===== config.mk =====
export PLATFORM = sky130hd
export DESIGN_NAME = dm_page_ext
export DESIGN_NICKNAME = d
export VERILOG_FILES = /design/src/rtl/dm_page_pkg.sv /design/src/rtl/dm_region_decode.sv /design/src/rtl/dm_page_reg.sv /design/src/rtl/dm_page_ext.sv
export SDC_FILE = /design/constraint.sdc
export NUM_CORES = 1
export LEC_CHECK = 0
export BUFFER_PORTS_ARGS = -buffer_cell sky130_fd_sc_hd__buf_4
export CAP_MARGIN = 10
export CORE_MARGIN = 5
export CORE_UTILIZATION = 30
export CTS_CLUSTER_SIZE = 24
export DETAILED_ROUTE_END_ITERATION = 6
export PLACE_DENSITY = 0.71
export SETUP_SLACK_MARGIN = 0.05
export SLEW_MARGIN = 30
export SYNTH_ARGS = -nofsm -noshare
export SYNTH_HDL_FRONTEND = slang
export SYNTH_SLANG_ARGS = --single-unit

===== constraint.sdc =====
create_clock -name clk_i -period 1.3 [get_ports clk_i]
set_input_delay 0.065 -clock clk_i [delete_from_list [all_inputs] [get_ports clk_i]]
set_output_delay 0.065 -clock clk_i [all_outputs]
set_load 0.01 [all_outputs]

===== src/rtl/dm_page_pkg.sv =====
package dm_page_pkg;
  typedef enum logic [1:0] {
    RGN_DATA   = 2'd0,
    RGN_IO     = 2'd1,
    RGN_ONCHIP = 2'd2,
    RGN_NONE   = 2'd3
  } region_e;
endpackage


===== src/rtl/dm_region_decode.sv =====
module dm_region_decode
  import dm_page_pkg::*;
#(
  parameter int ADDR_W      = 14,
  parameter int PAGE_SIZE   = 8192,
  parameter int IO_END      = 'h2FFF,
  parameter int ONCHIP_BASE = 'h3800,
  parameter int PG_ADDR     = 'h2000,
  parameter int N_IO        = 4
) (
  input  logic [ADDR_W-1:0] addr_i,
  output region_e           region_o,
  output logic              hit_pg_o,
  output logic [N_IO-1:0]   io_hit_o
);
  localparam logic [ADDR_W-1:0] PS_A  = ADDR_W'(PAGE_SIZE);
  localparam logic [ADDR_W-1:0] IOE_A = ADDR_W'(IO_END);
  localparam logic [ADDR_W-1:0] OCB_A = ADDR_W'(ONCHIP_BASE);
  localparam logic [ADDR_W-1:0] PG_A  = ADDR_W'(PG_ADDR);

  always_comb begin
    if (addr_i >= OCB_A)     region_o = RGN_ONCHIP;
    else if (addr_i < PS_A)  region_o = RGN_DATA;
    else if (addr_i <= IOE_A) region_o = RGN_IO;
    else                     region_o = RGN_NONE;
  end

  assign hit_pg_o = (region_o == RGN_IO) && (addr_i == PG_A);

  for (genvar k = 0; k < N_IO; k++) begin : g_io
    localparam logic [ADDR_W-1:0] PORT_A = ADDR_W'(PG_ADDR + 1 + k);
    assign io_hit_o[k] = (region_o == RGN_IO) && (addr_i == PORT_A);
  end
endmodule


===== src/rtl/dm_page_reg.sv =====
module dm_page_reg #(
  parameter int REG_W = 8
) (
  input  logic             clk_i,
  input  logic             rst_ni,
  input  logic             we_i,
  input  logic [REG_W-1:0] wdata_i,
  output logic [REG_W-1:0] q_o
);
  always_ff @(posedge clk_i or negedge rst_ni) begin
    if (!rst_ni)   q_o <= '0;
    else if (we_i) q_o <= wdata_i;
  end
endmodule


===== src/rtl/dm_page_ext.sv =====
module dm_page_ext
  import dm_page_pkg::*;
#(
  parameter int ADDR_W      = 14,
  parameter int DATA_W      = 16,
  parameter int PAGE_SIZE   = 8192,
  parameter int IO_END      = 'h2FFF,
  parameter int ONCHIP_BASE = 'h3800,
  parameter int PG_ADDR     = 'h2000,
  parameter int REG_W       = 8,
  parameter int PAGE_BITS   = 4,
  parameter int N_IO        = 4,
  localparam int OFF_W      = $clog2(PAGE_SIZE),
  localparam int EXT_W      = PAGE_BITS + OFF_W
) (
  input  logic              clk_i,
  input  logic              rst_ni,
  input  logic [ADDR_W-1:0] dm_addr_i,
  input  logic [DATA_W-1:0] dm_wdata_i,
  input  logic              dm_sel_i,
  input  logic              rd_i,
  input  logic              wr_i,
  output logic [EXT_W-1:0]  ext_addr_o,
  output logic              ext_cs_o,
  output logic [N_IO-1:0]   io_sel_o,
  output logic [DATA_W-1:0] pg_rdata_o
);
  region_e          region;
  logic             hit_pg;
  logic [N_IO-1:0]  io_hit;
  logic [REG_W-1:0] pg_q;
  logic             access;
  logic             pg_we;

  dm_region_decode #(
    .ADDR_W(ADDR_W), .PAGE_SIZE(PAGE_SIZE), .IO_END(IO_END),
    .ONCHIP_BASE(ONCHIP_BASE), .PG_ADDR(PG_ADDR), .N_IO(N_IO)
  ) u_dec (
    .addr_i(dm_addr_i), .region_o(region), .hit_pg_o(hit_pg), .io_hit_o(io_hit)
  );

  assign access = dm_sel_i && (rd_i || wr_i);
  assign pg_we  = dm_sel_i && wr_i && hit_pg;

  dm_page_reg #(.REG_W(REG_W)) u_pg (
    .clk_i(clk_i), .rst_ni(rst_ni), .we_i(pg_we),
    .wdata_i(dm_wdata_i[REG_W-1:0]), .q_o(pg_q)
  );

  // offset never carries into page bits: plain concatenation
  assign ext_addr_o = {pg_q[PAGE_BITS-1:0], dm_addr_i[OFF_W-1:0]};
  assign ext_cs_o   = access && (region == RGN_DATA);
  assign io_sel_o   = access ? io_hit : '0;
  assign pg_rdata_o = (dm_sel_i && rd_i && hit_pg) ? DATA_W'(pg_q) : '0;
endmodule


==> impl_metrics.yaml <==
run_status:
  status: "finished, final reports clean"
global_route:
  first_global_vias: 624
  grt_pass1_wl_um: 2870
  overflow: 0
  antenna_found_initial: 0
  grt.total_usage_pct: 11.0
  grt_max_degree: 9
min_path:
  hold_path.class: "input port to flip-flop"
detailed_routing:
  firstDrtPassIters: 4
  antenna_left: 0
  wl_per_cell_um: 13.4
  drc: 0
  drt-initial-drc-count: 14
  vias_per_cell: 4.32
  num_vias: 635
  wl_um: 1960
synthesis:
  synthFlopType: "dfrtp_1"
  ys_ff_latch: 8
  ys_top_cells_by_area: "dfrtp_1 30%, buf_4 28%, mux2_2 13%"
  synth-edff-count: 0
  synth_cell_types: 17
  syn_area_um2: 677
  synth_top_cell_by_area: "dfrtp_1"
  synth_top_area_share_pct: 29.6
  yosysWarnings: 0
  synth_async_sr_flop_share_pct: 100
  syn_area_per_cell_um2: 9.53
  postSynthCellCount: 71
  seq_area_frac_synth_pct: 29.6
power_and_ir_drop:
  p_sw_mw: 0.159
  combPwrFrac_pct: 28.0
  p_seq_share_pct: 41.0
  p_leak_nw: 0.619
  power.share.clock_pct: 31.0
  p_sw_share_pct: 26.2
  power_density_nw_per_um2: 518
  p_total_mw: 0.609
  max-vdd-ir-drop_mv: 0.566
  p_int_mw: 0.449
setup_path:
  cp.required_ns: 1.24
  critPathLaunchType: "input port"
  critPathMaxStageDelay_ns: 0.29
  crit_path_top_delay_cell: "nor4b_4"
  critPathKind: "input port to output pin"
  crit_path_end_kind: "output pin"
  cpMostUsedCell: "and4_4"
  path_cells: "buf_8 -> nor4b_4 -> and4_4 -> and4_4 -> and2_4 -> buf_6"
  cp_max_fo: 8
  arrival_ns: 1.23
floorplan:
  die_w_um: 57.5
  die_area_um2: 3310
  start_util_pct: 30.9
  die_y_um: 57.5
  core.rowCount: 17
  ioPinCount: 73
  core_um2: 2190
cells_and_area:
  area_growth_pct: 73.8
  drive_above_1_share_pct: 75.6
  antenna_cells: 0
  largest_reg_flops: 8
  largest_register: "u_pg.q_o"
  finalNonFillerCells: 147
  mostFrequentLayoutCells: "50 x buf_4, 11 x buf_6, 8 x mux2_4, 8 x conb_1, 8 x dfrtp_1"
  final_common_cell: "buf_4"
  layout.nets: 156
  multiInputGateArea_um2: 390
  seq_area_um2: 200
  filler_cell_count: 194
  post-route-util_pct: 53.7
  top_regs: "u_pg.q_o: 8 flops"
placement:
  place_ws_ns: -0.192
  finalWeightedCongestion: 0.747
  port_buffers: 56
  dpl.hpwl_um: 1580
  dp.cells: 142
sta:
  hold_violations: 0
  setup_slack_ns: 0.00341
  rsz0062_at_grt: "yes"
  fin_crit_ns: 1.30
  clock.fmax_mhz: 771
  slew_viol_final: 0
  clock_skew_ns: 0
  finalSetupViolCount: 0
  period_share_pct: 99.7
  final.setup.tns_ns: 0
clock_network:
  root_buffer: "clkbuf_4"
  clk_latency_ns: 0.25
  cts_buffer_depth: 2
  cts.sinks: 8
  tritoncts: "done"
  htree_num_levels: 1
  clkTransAtPathRegs_ns: 0.06
  cts_made_buffers: 3
run:
  maxCapViolCount: 0
==> stage by stage <==
step / instance area, µm² / hold WS [ns]
finish: 1180 / 0.0459
global route: 1180 / 0.0356
CTS: 1100 / 0.0434
detailed placement: 1010 / -0.111
global placement: 1010 / -0.113
floorplan: 703 / -0.231
==> what timing repair did <==
| action | in CTS | in global routing |
|---|---|---|
| endpoints found under the setup margin | 9 | 19 |
| hold buffers | 1 | 0 |
| hold endpoints to repair | 8 | 0 |
| gates resized for setup | 20 | 17 |
| cloned | 0 | 0 |
| buffers inserted | 0 | 1 |
| pin swaps | 11 | 4 |
==> kinds of logic (layout without fill, tap and decap cells) <==
logic type	after synthesis	count (layout)	synth area share [%]
flops	8	8	29.6
other cells	1	8	0.554
simple gates	27	27	27.2
buf+inv	26	67	28.3
mux	8	8	13.3
compound gates	1	1	1.11
==> Yosys cell counts, drive strengths merged, types with 2 or more instances <==
master and count:
nand3 3, mux2 8, nor2 6, and2 8, buf 25, and4 2
dfrtp 8, nor3 4
==> final timing paths <==
kind	start	to	slack, ns	cells after the start
min in group asynchronous	rst_ni	u_pg.q_o[4]$_DFFE_PN0P_	0.17	2
max in group asynchronous	rst_ni	u_pg.q_o[1]$_DFFE_PN0P_	0.99	2
worst max register to register	u_pg.q_o[2]$_DFFE_PN0P_	u_pg.q_o[2]$_DFFE_PN0P_	0.51	1
worst min register to register	u_pg.q_o[7]$_DFFE_PN0P_	u_pg.q_o[7]$_DFFE_PN0P_	0.51	1
worst min-delay path	dm_wdata_i[4]	u_pg.q_o[4]$_DFFE_PN0P_	0.05	2
worst max-delay path	dm_addr_i[9]	pg_rdata_o[3]	0.003	6
==> critical path, delay by kind of cell <==
family / cells / cell delay [ns]
buf+inv: 2 / 0.19
simple gates: 4 / 0.98
==> power by group through the flow <==
stage                     Sequential [mW]  Combinational [mW]  Clock [mW]
after floorplan                     0.254              0.0850           0
after global placement              0.254               0.155           0
after detailed placement            0.254               0.158           0
after CTS                           0.249               0.165       0.194
after global routing                0.249               0.183       0.211
final                               0.249               0.171       0.189
==> layer usage <==
metal / GRT usage, % / vias to the layer above / wire length [µm]
li1: - / 299 / -
met1: 11.9 / 298 / 709
met2: 19.7 / 34 / 1030
met3: 3.62 / 4 / 188
met4: 3.97 / 0 / 35
met5: 0 / - / 0
==> layout make-up <==
class,count,share of cell area (%)
Timing Repair Buffer,63,44.6
Multi-Input combinational cell,44,33.2
Sequential cell,8,17.0
Tap cell,28,2.98
Clock buffer,3,1.91
Inverter,1,0.319
Note: power is estimated with default switching activity, not from simulation.
